File: src/rtl/wdt_pkg.sv
package wdt_pkg;
  localparam int BYTE_W = 8;
  localparam int CNT_W  = 16;
  localparam int DIV_W  = 12;
  localparam int ADDR_W = 4;
  localparam int N_THR  = 3;

  localparam logic [ADDR_W-1:0] A_CTRL  = 4'd0;
  localparam logic [ADDR_W-1:0] A_DIVLO = 4'd1;
  localparam logic [ADDR_W-1:0] A_THR0  = 4'd2;
  localparam logic [ADDR_W-1:0] A_KICK  = 4'd8;
  localparam logic [ADDR_W-1:0] A_STAT  = 4'd9;

  localparam logic [BYTE_W-1:0] KEY_ARM  = 8'h01;
  localparam logic [BYTE_W-1:0] KEY_FIRE = 8'h02;

  function automatic logic [DIV_W-1:0] join_ratio(input logic [DIV_W-BYTE_W-1:0] hi,
                                                  input logic [BYTE_W-1:0] lo);
    return {hi, lo};
  endfunction

  function automatic logic [CNT_W-1:0] step_up(input logic [CNT_W-1:0] c);
    return c + CNT_W'(1);
  endfunction

  function automatic logic [CNT_W-1:0] step_down(input logic [CNT_W-1:0] c);
    return c - CNT_W'(1);
  endfunction
endpackage

File: src/rtl/wdt_regfile.sv
module wdt_regfile
  import wdt_pkg::*;
(
  input  logic                         clk,
  input  logic                         rst_n,
  input  logic                         wr_en,
  input  logic [ADDR_W-1:0]            wr_addr,
  input  logic [BYTE_W-1:0]            wr_data,
  input  logic [ADDR_W-1:0]            rd_addr,
  input  logic                         fault,
  input  logic                         early_evt,
  input  logic                         warn_evt,
  input  logic                         max_evt,
  input  logic                         warn_busy,
  output logic                         run,
  output logic                         start_pulse,
  output logic                         kick_pulse,
  output logic [DIV_W-1:0]             ratio,
  output logic [CNT_W-1:0]             min_thr,
  output logic [CNT_W-1:0]             wrn_thr,
  output logic [CNT_W-1:0]             max_thr,
  output logic [BYTE_W-1:0]            rd_data
);
  localparam int HI_W = DIV_W - BYTE_W;

  logic                          run_q;
  logic                          armed_q;
  logic [HI_W-1:0]               div_hi_q;
  logic [BYTE_W-1:0]             div_lo_q;
  logic [2:0]                    flag_q;
  logic [N_THR-1:0][CNT_W-1:0]   thr_all;

  logic ctrl_wr;
  logic key_fire;
  assign ctrl_wr     = wr_en && (wr_addr == A_CTRL);
  assign start_pulse = ctrl_wr && !run_q && wr_data[0];
  assign kick_pulse  = wr_en && (wr_addr == A_KICK) && run_q;
  assign key_fire    = ctrl_wr && run_q && armed_q && (wr_data == KEY_FIRE);

  always_ff @(posedge clk or negedge rst_n) begin
    if (!rst_n) begin
      run_q    <= 1'b0;
      armed_q  <= 1'b0;
      div_hi_q <= '0;
      div_lo_q <= '0;
      flag_q   <= '0;
    end else begin
      if (fault || key_fire)  run_q <= 1'b0;
      else if (start_pulse)   run_q <= 1'b1;

      if (!run_q)             armed_q <= 1'b0;
      else if (wr_en)         armed_q <= ctrl_wr && (wr_data == KEY_ARM);

      if (ctrl_wr && !run_q)  div_hi_q <= wr_data[BYTE_W-1 -: HI_W];
      if (wr_en && (wr_addr == A_DIVLO) && !run_q) div_lo_q <= wr_data;

      if (start_pulse) flag_q <= '0;
      else             flag_q <= flag_q | {max_evt, warn_evt, early_evt};
    end
  end

  for (genvar g = 0; g < N_THR; g++) begin : g_thr
    localparam logic [ADDR_W-1:0] LO_A = ADDR_W'(A_THR0 + 2*g);
    localparam logic [ADDR_W-1:0] HI_A = ADDR_W'(A_THR0 + 2*g + 1);
    logic [CNT_W-1:0] thr_r;
    always_ff @(posedge clk or negedge rst_n) begin
      if (!rst_n) begin
        thr_r <= '0;
      end else if (wr_en && !run_q) begin
        if (wr_addr == LO_A) thr_r[BYTE_W-1:0]     <= wr_data;
        if (wr_addr == HI_A) thr_r[CNT_W-1:BYTE_W] <= wr_data;
      end
    end
    assign thr_all[g] = thr_r;
  end

  assign run     = run_q;
  assign ratio   = join_ratio(div_hi_q, div_lo_q);
  assign min_thr = thr_all[0];
  assign wrn_thr = thr_all[1];
  assign max_thr = thr_all[2];

  always_comb begin
    rd_data = '0;
    case (rd_addr)
      A_CTRL:  rd_data = {div_hi_q, 3'b000, run_q};
      A_DIVLO: rd_data = div_lo_q;
      4'd2:    rd_data = thr_all[0][BYTE_W-1:0];
      4'd3:    rd_data = thr_all[0][CNT_W-1:BYTE_W];
      4'd4:    rd_data = thr_all[1][BYTE_W-1:0];
      4'd5:    rd_data = thr_all[1][CNT_W-1:BYTE_W];
      4'd6:    rd_data = thr_all[2][BYTE_W-1:0];
      4'd7:    rd_data = thr_all[2][CNT_W-1:BYTE_W];
      A_STAT:  rd_data = {3'b000, flag_q, warn_busy, run_q};
      default: rd_data = '0;
    endcase
  end

  // configuration cannot move in the cycle after one where the block runs
  assert_cfg_lock_R6: assert property (@(posedge clk) disable iff (!rst_n)
    run_q |=> ($stable(thr_all) && $stable(div_lo_q) && $stable(div_hi_q)));

  // a stop that is not caused by a fault needs the key to have been armed
  assert_key_order_R7: assert property (@(posedge clk) disable iff (!rst_n)
    ($fell(run_q) && !$past(fault)) |-> $past(armed_q));
endmodule

File: src/rtl/wdt_prescale.sv
module wdt_prescale
  import wdt_pkg::*;
(
  input  logic             clk,
  input  logic             rst_n,
  input  logic             run,
  input  logic             restart,
  input  logic [DIV_W-1:0] ratio,
  output logic             tick,
  output logic             half_tick
);
  logic [DIV_W-1:0] div_q;
  logic             phase_q;

  assign tick      = run && (div_q == ratio);
  assign half_tick = tick && phase_q;

  always_ff @(posedge clk or negedge rst_n) begin
    if (!rst_n) begin
      div_q   <= '0;
      phase_q <= 1'b0;
    end else if (!run || restart) begin
      div_q   <= '0;
      phase_q <= 1'b0;
    end else if (tick) begin
      div_q   <= '0;
      phase_q <= ~phase_q;
    end else begin
      div_q   <= div_q + DIV_W'(1);
    end
  end

  // with a ratio above zero, two ticks are never adjacent
  assert_tick_gap_R2: assert property (@(posedge clk) disable iff (!rst_n)
    (tick && !restart && (ratio != '0)) |=> !tick);
endmodule

File: src/rtl/wdt_counters.sv
module wdt_counters
  import wdt_pkg::*;
(
  input  logic             clk,
  input  logic             rst_n,
  input  logic             run,
  input  logic             start,
  input  logic             kick,
  input  logic             tick,
  input  logic             half_tick,
  input  logic [CNT_W-1:0] min_thr,
  input  logic [CNT_W-1:0] wrn_thr,
  input  logic [CNT_W-1:0] max_thr,
  output logic             early_evt,
  output logic             warn_evt,
  output logic             max_evt,
  output logic             warn_busy,
  output logic             warn_irq,
  output logic             rst_req
);
  logic [CNT_W-1:0] cnt_q;
  logic [CNT_W-1:0] wcnt_q;
  logic             warn_q;
  logic             rst_q;
  logic             reload;

  assign early_evt = kick && (cnt_q < min_thr);
  assign reload    = start || (kick && !early_evt);
  assign max_evt   = run && tick && !kick && (step_up(cnt_q) == max_thr);
  assign warn_evt  = run && half_tick && !kick && (wcnt_q == CNT_W'(1));
  assign warn_busy = run && (wcnt_q != '0);

  always_ff @(posedge clk or negedge rst_n) begin
    if (!rst_n) begin
      cnt_q  <= '0;
      wcnt_q <= '0;
      warn_q <= 1'b0;
      rst_q  <= 1'b0;
    end else begin
      if (reload) begin
        cnt_q  <= '0;
        wcnt_q <= wrn_thr;
      end else if (run && tick) begin
        cnt_q <= step_up(cnt_q);
        if (half_tick && (wcnt_q != '0)) wcnt_q <= step_down(wcnt_q);
      end

      if (reload || !run) warn_q <= 1'b0;
      else if (warn_evt)  warn_q <= 1'b1;

      rst_q <= early_evt || max_evt;
    end
  end

  assign warn_irq = warn_q;
  assign rst_req  = rst_q;

  // the reset request is a single-cycle pulse
  assert_pulse_width_R2: assert property (@(posedge clk) disable iff (!rst_n)
    rst_req |=> !rst_req);

  // a reset request only follows a refresh or a tick
  assert_req_cause_R5: assert property (@(posedge clk) disable iff (!rst_n)
    rst_req |-> ($past(kick) || $past(tick)));

  // the warning only rises once the down-counter is empty
  assert_warn_empty_R4: assert property (@(posedge clk) disable iff (!rst_n)
    $rose(warn_irq) |-> !warn_busy);

  // the warning is withdrawn one cycle after the supervisor stops
  assert_warn_drop_R7: assert property (@(posedge clk) disable iff (!rst_n)
    $fell(run) |=> !warn_irq);
endmodule

File: src/rtl/wdt_window.sv
module wdt_window
  import wdt_pkg::*;
(
  input  logic              clk,
  input  logic              rst_n,
  input  logic              wr_en,
  input  logic [ADDR_W-1:0] wr_addr,
  input  logic [BYTE_W-1:0] wr_data,
  input  logic [ADDR_W-1:0] rd_addr,
  output logic [BYTE_W-1:0] rd_data,
  output logic              warn_irq,
  output logic              rst_req
);
  logic             run, start_pulse, kick_pulse;
  logic             tick, half_tick;
  logic             early_evt, warn_evt, max_evt, warn_busy, fault;
  logic [DIV_W-1:0] ratio;
  logic [CNT_W-1:0] min_thr, wrn_thr, max_thr;

  assign fault = early_evt || max_evt;

  wdt_regfile i_regs (
    .clk(clk), .rst_n(rst_n), .wr_en(wr_en), .wr_addr(wr_addr), .wr_data(wr_data),
    .rd_addr(rd_addr), .fault(fault), .early_evt(early_evt), .warn_evt(warn_evt),
    .max_evt(max_evt), .warn_busy(warn_busy), .run(run), .start_pulse(start_pulse),
    .kick_pulse(kick_pulse), .ratio(ratio), .min_thr(min_thr), .wrn_thr(wrn_thr),
    .max_thr(max_thr), .rd_data(rd_data)
  );

  wdt_prescale i_pre (
    .clk(clk), .rst_n(rst_n), .run(run), .restart(start_pulse || kick_pulse),
    .ratio(ratio), .tick(tick), .half_tick(half_tick)
  );

  wdt_counters i_cnt (
    .clk(clk), .rst_n(rst_n), .run(run), .start(start_pulse), .kick(kick_pulse),
    .tick(tick), .half_tick(half_tick), .min_thr(min_thr), .wrn_thr(wrn_thr),
    .max_thr(max_thr), .early_evt(early_evt), .warn_evt(warn_evt), .max_evt(max_evt),
    .warn_busy(warn_busy), .warn_irq(warn_irq), .rst_req(rst_req)
  );
endmodule

File: config.mk
export PLATFORM = sky130hd
export DESIGN_NAME = wdt_window
export DESIGN_NICKNAME = d
export VERILOG_FILES = /design/src/rtl/wdt_pkg.sv /design/src/rtl/wdt_regfile.sv /design/src/rtl/wdt_prescale.sv /design/src/rtl/wdt_counters.sv /design/src/rtl/wdt_window.sv
export SDC_FILE = /design/constraint.sdc
export NUM_CORES = 1
export LEC_CHECK = 0
export ABC_AREA = 0
export BUFFER_PORTS_ARGS = -buffer_cell sky130_fd_sc_hd__buf_2
export CORE_MARGIN = 2
export CORE_UTILIZATION = 56
export DETAILED_ROUTE_END_ITERATION = 12
export PLACE_DENSITY = 0.76
export SLEW_MARGIN = 25
export SYNTH_ARGS = -nofsm -noshare
export SYNTH_HDL_FRONTEND = slang
export SYNTH_SLANG_ARGS = --single-unit
File: constraint.sdc
create_clock -name clk -period 2.7 [get_ports clk]
set_clock_uncertainty 0.05 [all_clocks]
set_input_delay 0.675 -clock clk [delete_from_list [all_inputs] [get_ports clk]]
set_output_delay 0.675 -clock clk [all_outputs]
set_load 0.1 [all_outputs]
## Word level (Yosys, flattened, before mapping)

Cells that the tools add are included.

- Flip-flop bits (word level): 112
- Bits in latches: 0
- RAM bits: 0
- ROM bits: 0
- Input port bits: 19
- Output and inout port bits: 10
- Logic and storage cells: 110
- Memories: 0

- $add $sub $neg: 3
- Multipliers: 0
- Divide/modulo/power cells: 0
- $lt $le $gt $ge: 1
- Equal/unequal tests: 22
- Shift operators: 0
- Mux-type cells: 17
- Bitwise gates (word level): 2
- Reduce and logical (&&, ||, !) cells: 48

Operators with widths:

| kind | count |
|---|---|
| $mux 16 | 5 |
| $pmux 8 s9 | 1 |
| $eq 4x3->1 const B | 8 |
| $logic_and 1x1->1 | 24 |
| $mux 12 | 2 |
| $add 16x1->16 const B | 1 |
| $eq 16x1->1 const B | 1 |
| $eq 16x16->1 | 1 |
| $eq 4x2->1 const B | 4 |
| $lt 16x16->1 | 1 |
| $reduce_bool 16->1 | 1 |
| $sub 16x1->16 const B | 1 |
| $reduce_and 2->1 | 7 |
| $add 12x1->12 const B | 1 |
| $eq 12x12->1 | 1 |
| $reduce_bool 2->1 | 5 |
| $eq 4x1->1 const B | 2 |
| $eq 4x4->1 const B | 2 |
| $eq 8x1->1 const B | 1 |
| $eq 8x2->1 const B | 1 |
| $logic_not 4->1 | 2 |
| $mux 1 | 8 |
| $logic_or 1x1->1 | 6 |
| $logic_not 1->1 | 3 |
| 4 further kinds | 4 |

## Depth between registers and ports, before layout

Gate-level depths: netlist (run 1).

- Depth after elaboration: 9
- Gate-level depth with buffers: 10
- Gate-level depth less buffers: 8

## By module

A second synthesis (run 1) with hierarchy kept.

- Cell total of the unflattened synthesis: 639
- Area, all modules: 6,730.2 sq um

By module, submodules not included:

| module | times used | cells each | area an instance (sq um) | sequential area each (sq um) |
|---|---|---|---|---|
| wdt_regfile | 1 | 249 | 3,194.3 | 1,626.6 |
| wdt_counters | 1 | 310 | 2,721.4 | 850.8 |
| wdt_prescale | 1 | 78 | 802.0 | 325.3 |
| wdt_window | 1 | 2 | 12.5 | 0.0 |

## Worst setup path after synthesis (run 1)

Ideal clock, no wire load.

- Kind: input -> output
- Start point: in rd_addr[1]
- End point: out rd_data[3]
- Arrival time: 4.060 ns
- Data required time: 1.975 ns
- Slack: -2.085 ns
- Stages: 7
- Path buffers: 3
- Cells stage by stage: clkbuf_1 > buf_1 > clkbuf_1 > a31oi_1 > o22ai_1 > a21oi_1 > o21ai_0

- Longest elaborated chain between the ends: 2
- Elaborated cells between the ends (all ways): 10
- Those cells by class: 8 x eq/ne; 1 x mux; 1 x reduce/logical

Ends and longest elaborated chain:

| element | RTL line | text |
|---|---|---|
| start: declaration | wdt_window.sv:9 | `input logic [ADDR_W-1:0] rd_addr,` |
| $eq 4x4->1, or another cell as far along | wdt_regfile.sv:85 | `case (rd_addr)` |
| $pmux 8 s9 * | wdt_regfile.sv:85 |  |
| end: declaration | wdt_window.sv:10 | `output logic [BYTE_W-1:0] rd_data,` |

Mark *: on every way between the ends. The rest lies on a longest branch, timed or not.

## Worst setup path in the final report (run 1)

- Start point: in rd_addr[0]
- End point: out rd_data[0]

The elaborated chain is that of the path after synthesis.

==> impl_metrics.yaml, run 1 <==
global_routing:
  antenna_found_initial: 0
  first_global_vias: 5821
  grt_max_degree: 41
  grt_usage_pct: 31.3
  grt_overflow_total: 0
  grt_pass1_wl_mm: 30.9
layout:
  area_growth_pct: 19.9
  final_area_sq_um: 8100
  nNetsFinal: 771
  antenna_cells: 0
  layout_commonest_cell: "dfrtp_1"
  drive_gt1_share_pct: 29.4
  final_util_pct: 68.0
  final_cell_mix: "dfrtp_1, mux2_2, buf_4"
power:
  total_leakage_power_uw: 0.00354
  p_per_area_nw_per_um2: 878
  ir_drop_mv: 0.422
timing:
  worst_slew_pin_slew_ns: 0.575
  rsz0062_at_grt: "yes"
  clock.fmax_ghz: 0.353
  slew_violations: 0
  fin_crit_sh_pct: 105
  hold_viol: 0
  layout_setup_ws_ns: -0.134
  period_needed_ns: 2.83
  slew_headroom_pct: 61.6
  whs_ns: 0.230
  setup_violations: 6
worst_setup_path:
  end_kind: "output port"
  crit_chain: "buf_8 -> buf_12 -> nor2_4 -> a21oi_2 -> o221a_4 -> o21ai_4 -> a21oi_2 -> o21ai_4 -> buf_12"
  crit_fanout: 5
  cp_slowest_stage_delay_ns: 0.30
  r2r_setup_slack_ns: 0.12
  critPathLaunchType: "input port"
  crit_slowest_cell: "o221a_4"
  crit_type: "in2out"
  crit_family: "compound AO/OA/AOI/OAI gates"
  required_ns: 1.98
  cp.arrival_ns: 2.11
  critPathBufInv: 3
floorplanning:
  die_area_sq_um: 13000
  ios: 29
  core_region_area_sq_um: 11900
  die_h_um: 114
  die_x_um: 114
  start_util_pct: 56.7
  placementRows: 40
route:
  wl_met1_mm: 7.93
  top_layer: "met4"
  dr.pass1.iters: 6
  vias_per_cell: 6.40
  final_antenna_net_count: 0
  post_drt_wl_per_cell_um: 21.8
  wirelength_mm: 19.3
  wl_met2_mm: 8.93
  num_vias: 5661
  drc: 0
  met3_length_mm: 1.53
  drt-initial-drc-count: 590
synth:
  avgSynthCellArea_sq_um: 10.1
  yosysSeqAreaShare_pct: 41.5
  netlist_instances: 666
  netlist_area_sq_um: 6760
  yosysUniqueCellTypes: 73
  synth-seq-cells: 112
  synthFlopType: "dfrtp_1"
  synth_edf_count: 0
  synthArstFlopShare_pct: 100
  synth.net_count: 704
  yosysWarnings: 0
place:
  postPlaceCellArea_sq_um: 7530
  port_buffers: 28
  gp_congestion: 1.01
  dp_hpwl_mm: 14.1
  dp_slack_ns: -0.228
run:
  drv_cap: 0
clock_tree:
  cts_buffer_depth: 2
  clock_latency_ns: 0.37
  cts_tree: "built"
  htreeDepth: 3
  clk_pin_slew_ns: 0.08
  cts-root-buf: "clkbuf_16"
  cts_buffers: 9
  cts.sinks: 112
worst_hold_path:
  hp-class: "in2async"
status:
  run_status: "finished with violations"
  violations: "setup timing"
-- synth_stat cells (all sizes together) (3+ instances only) --
library cell  instances  share of area, %
a21oi                18               1.4
a31oi                 7              0.65
mux2                 67                11
and3                 11               1.0
mux2i                14               2.1
nor2b                 6              0.56
xnor2                48               6.2
nor4                 15               1.9
nor2                 58               3.2
o21ai                30               2.2
nand3                23               1.7
nand2                51               2.8
o22ai                 6              0.56
o21a                  3              0.33
buf                  14               1.4
nor4b                 3              0.61
inv                  29               1.6
and2                  3              0.28
xor2                 23               3.0
nand4b                4              0.52
nand3b                3              0.33
clkbuf               22               1.7
and3b                 3              0.39
nor3b                 5              0.56
dfrtp               112                41
ha                   19               3.5
nor3                  6              0.52
nand4                26               2.9
-- kinds of logic after synthesis --
| logic type | synth area share, % |
|---|---|
| muxes | 13.6 |
| AOI/OAI and AO/OA | 8.91 |
| DFF | 41.5 |
| and+or+nand+nor | 18.7 |
| adders and majority gates | 3.52 |
| buffers and inverters | 4.65 |
| xor gates and xnor gates | 9.21 |
-- timing repair --
item | 4_1_cts | 5_1_grt
setup buffers | 5 | 1
gates resized for setup | 29 | 19
endpoints found under the hold margin | 0 | 0
hold buffers | 0 | 0
setup endpoints to repair | 23 | 13
pin swaps | 13 | 11
-- report_power, final --
| part | switching, uW | internal, uW | total (uW) |
|---|---|---|---|
| logic | 1640 | 1350 | 2990 |
| clock network | 657 | 831 | 1490 |
| registers | 517 | 2120 | 2640 |
| total | 2810 | 4300 | 7110 |
-- area by class of cell --
class / count / area, sq um
well taps: 147 / 184
flip-flops and latches: 112 / 2800
clock inverters: 6 / 100
fillers: 845 / 3810
repair buffers: 92 / 835
clock buffers: 10 / 229
inverters: 29 / 109
multi-input cells: 489 / 3840
-- per-layer routing --
| metal | vias to the layer above | track usage, % |
|---|---|---|
| li1 | 2515 | - |
| met4 | 0 | 16.2 |
| met1 | 2778 | 41.0 |
| met5 | - | 0 |
| met3 | 71 | 6.06 |
| met2 | 297 | 49.9 |
-- worst paths after layout --
| path | cells after the start | to | start |
|---|---|---|---|
| worst max-delay path | 9 | rd_data[0] | rd_addr[0] |
| worst min-delay path | 1 | i_regs.min_thr[8] | rst_n |
| worst max register to register | 7 | i_cnt.wcnt_q[1] | i_cnt.cnt_q[7] |
| max in group asynchronous | 2 | i_regs.wrn_thr[0] | rst_n |
| worst min register to register | 1 | i_regs.min_thr[6] | i_regs.min_thr[6] |
| min in group clk | 1 | i_regs.min_thr[6] | i_regs.min_thr[6] |
-- flip-flops by register name (all words and copies together), names as in the netlist, 3 cells and up --
register / flops
i_regs.flag_q: 3
i_cnt.cnt_q: 16
i_regs.div_lo_q: 8
i_regs.div_hi_q: 4
i_regs.wrn_thr: 16
i_regs.min_thr: 16
i_regs.max_thr: 16
i_pre.div_q: 12
i_cnt.wcnt_q: 16
-- stage by stage --
stage               cells  TNS (ns)  power [uW]
floorplan             666    -0.186        4570
global placement      863     -1.30        5300
detailed placement    863     -2.15        5450
CTS                   884    -0.305        7010
global route          885    -0.711        7490
finish                885    -0.537        7110
No activity file was read; power rests on OpenSTA's default activity.
==> inputs of run 2 (changes only) <==
--- a/config.mk
+++ b/config.mk
@@ -10,7 +10,7 @@
 export CORE_MARGIN = 2
 export CORE_UTILIZATION = 56
 export DETAILED_ROUTE_END_ITERATION = 12
-export PLACE_DENSITY = 0.76
+export PLACE_DENSITY = 0.85
 export SLEW_MARGIN = 25
 export SYNTH_ARGS = -nofsm -noshare
 export SYNTH_HDL_FRONTEND = slang
==> run 2 against run 1 <==
The run still ends with setup timing left. Clock-buffer cell count increased by 1. Wire length decreased by 3.7%. Final cell count decreased by 1.0%. Critical path type unchanged. Critical endpoint unchanged.
==> impl_metrics.yaml, run 2 (synthesis results as in run 1) <==
global_routing:
  grt_pass1_wl_mm: 30.4
  antenna_found_initial: 0
  grt_max_degree: 50
  grt_overflow_total: 0
  grt_usage_pct: 30.5
  first_global_vias: 5791
route:
  dr.pass1.iters: 6
  num_vias: 5592
  drc: 0
  drt-initial-drc-count: 564
  post_drt_wl_per_cell_um: 21.2
  vias_per_cell: 6.38
  final_antenna_net_count: 0
  wirelength_mm: 18.5
timing:
  period_needed_ns: 2.84
  setup_violations: 4
  worst_slew_pin_slew_ns: 0.663
  slew_violations: 0
  clock.fmax_ghz: 0.352
  slew_headroom_pct: 55.3
  whs_ns: 0.271
  fin_crit_sh_pct: 105
  tns_ns: -0.334
  hold_viol: 0
  rsz0062_at_grt: "yes"
  layout_setup_ws_ns: -0.142
worst_setup_path:
  crit_fanout: 4
  end_kind: "output port"
  reg2reg_from: "i_cnt.cnt_q[7]"
  required_ns: 1.98
  critPathBufInv: 4
  critPathLaunchType: "input port"
  crit_family: "compound AO/OA/AOI/OAI gates"
  reg2reg_depth: 7
  crit_type: "in2out"
  crit_slowest_cell: "o221a_2"
  r2r_setup_slack_ns: 0.06
  cp.arrival_ns: 2.12
  worst_r2r_endpoint: "i_cnt.wcnt_q[14]"
  cp_slowest_stage_delay_ns: 0.32
  crit_chain: "buf_8 -> buf_6 -> buf_4 -> and3_4 -> a21oi_2 -> o221a_2 -> o21ai_4 -> a21oi_2 -> o21ai_4 -> buf_12"
status:
  violations: "setup timing"
  run_status: "finished with violations"
clock_tree:
  cts_buffers: 9
  cts.sinks: 112
  clk_pin_slew_ns: 0.07
  clock_latency_ns: 0.36
  cts_buffer_depth: 2
  cts_tree: "built"
  cts-root-buf: "clkbuf_16"
  htreeDepth: 3
  hold_buffers: 0
power:
  p_int_uw: 4200
  power_frac_seq_pct: 38.6
  p_per_area_nw_per_um2: 877
  power.total_uw: 6970
  p_switching_uw: 2780
  ir_drop_mv: 0.477
  clkPwrFrac_pct: 20.0
  p_comb_share_pct: 41.4
  p_sw_share_pct: 39.8
  total_leakage_power_uw: 0.00346
floorplanning:
  placementRows: 40
  ios: 29
  die_h_um: 114
  start_util_pct: 56.7
  die_x_um: 114
  die_area_sq_um: 13000
  core_region_area_sq_um: 11900
layout:
  final_area_sq_um: 7950
  antenna_cells: 0
  drive_gt1_share_pct: 28.4
  area_growth_pct: 17.7
  layout_commonest_cell: "dfrtp_1"
  final_cell_mix: "dfrtp_1, mux2_2, nor2_1, buf_4, nand2_1"
  nNetsFinal: 762
place:
  gp_congestion: 1.00
  port_buffers: 28
  postPlaceCellArea_sq_um: 7450
  dp_slack_ns: -0.231
  dp_hpwl_mm: 13.6
run:
  drv_cap: 0
worst_hold_path:
  hp-class: "in2async"
## run 2: changes by cell type in the layout (fill, tap and decap cells not counted), moves of 2 or more
cell and change:
buf_12 -3, buf_4 -4, buf_8 -2, clkbuf_8 +2
inv_6 +2, inv_8 -2, mux2_2 +2, mux2_4 -2
nor4_2 -2, o21ai_0 +2
## run 2: layout make-up
class / count / area, sq um
fillers: 892 / 3960
multi-input cells: 489 / 3820
flip-flops and latches: 112 / 2800
clock inverters: 5 / 61.3
well taps: 147 / 184
repair buffers: 83 / 714
inverters: 29 / 109
clock buffers: 11 / 253
## run 2: power by group through the flow
stage	sequential [uW]	combinational [uW]	clock, uW
finish	2690	2890	1400
global route	2740	3140	1490
CTS	2660	2810	1420
detailed placement	2690	2740	0
global placement	2660	2590	0
floorplan	2490	2080	0
## run 2: worst max path at each step
stage	startpoint	to	slack (ns)	cells past startpoint
final	rd_addr[1]	rd_data[0]	-0.14	10
after global routing	rd_addr[1]	rd_data[1]	-0.18	8
after CTS	rd_addr[1]	rd_data[1]	-0.09	8
after detailed placement	rd_addr[1]	rd_data[7]	-0.23	10
after global placement	rd_addr[1]	rd_data[7]	-0.20	6
after floorplan	rd_addr[1]	rd_data[0]	-0.13	7
## run 2: per-layer routing
metal	GRT usage (%)	wire (um)	up-vias
li1	-	-	2486
met1	36.0	7060	2784
met2	52.0	9440	253
met3	7.86	1290	69
met4	14.8	763	0
met5	0	0	-
## run 2: through the flow
stage	instances	utilization, %
after global routing	876	66.7
after floorplan	666	-
after global placement	856	62.6
after CTS	876	66.2
after detailed placement	856	62.6
final	876	66.7
## run 2: repair_timing
action,in CTS,in global routing
buffers inserted,4,0
gates resized for setup,23,13
endpoints found under the hold margin,0,0
pin swaps,9,1
endpoints found under the setup margin,23,9
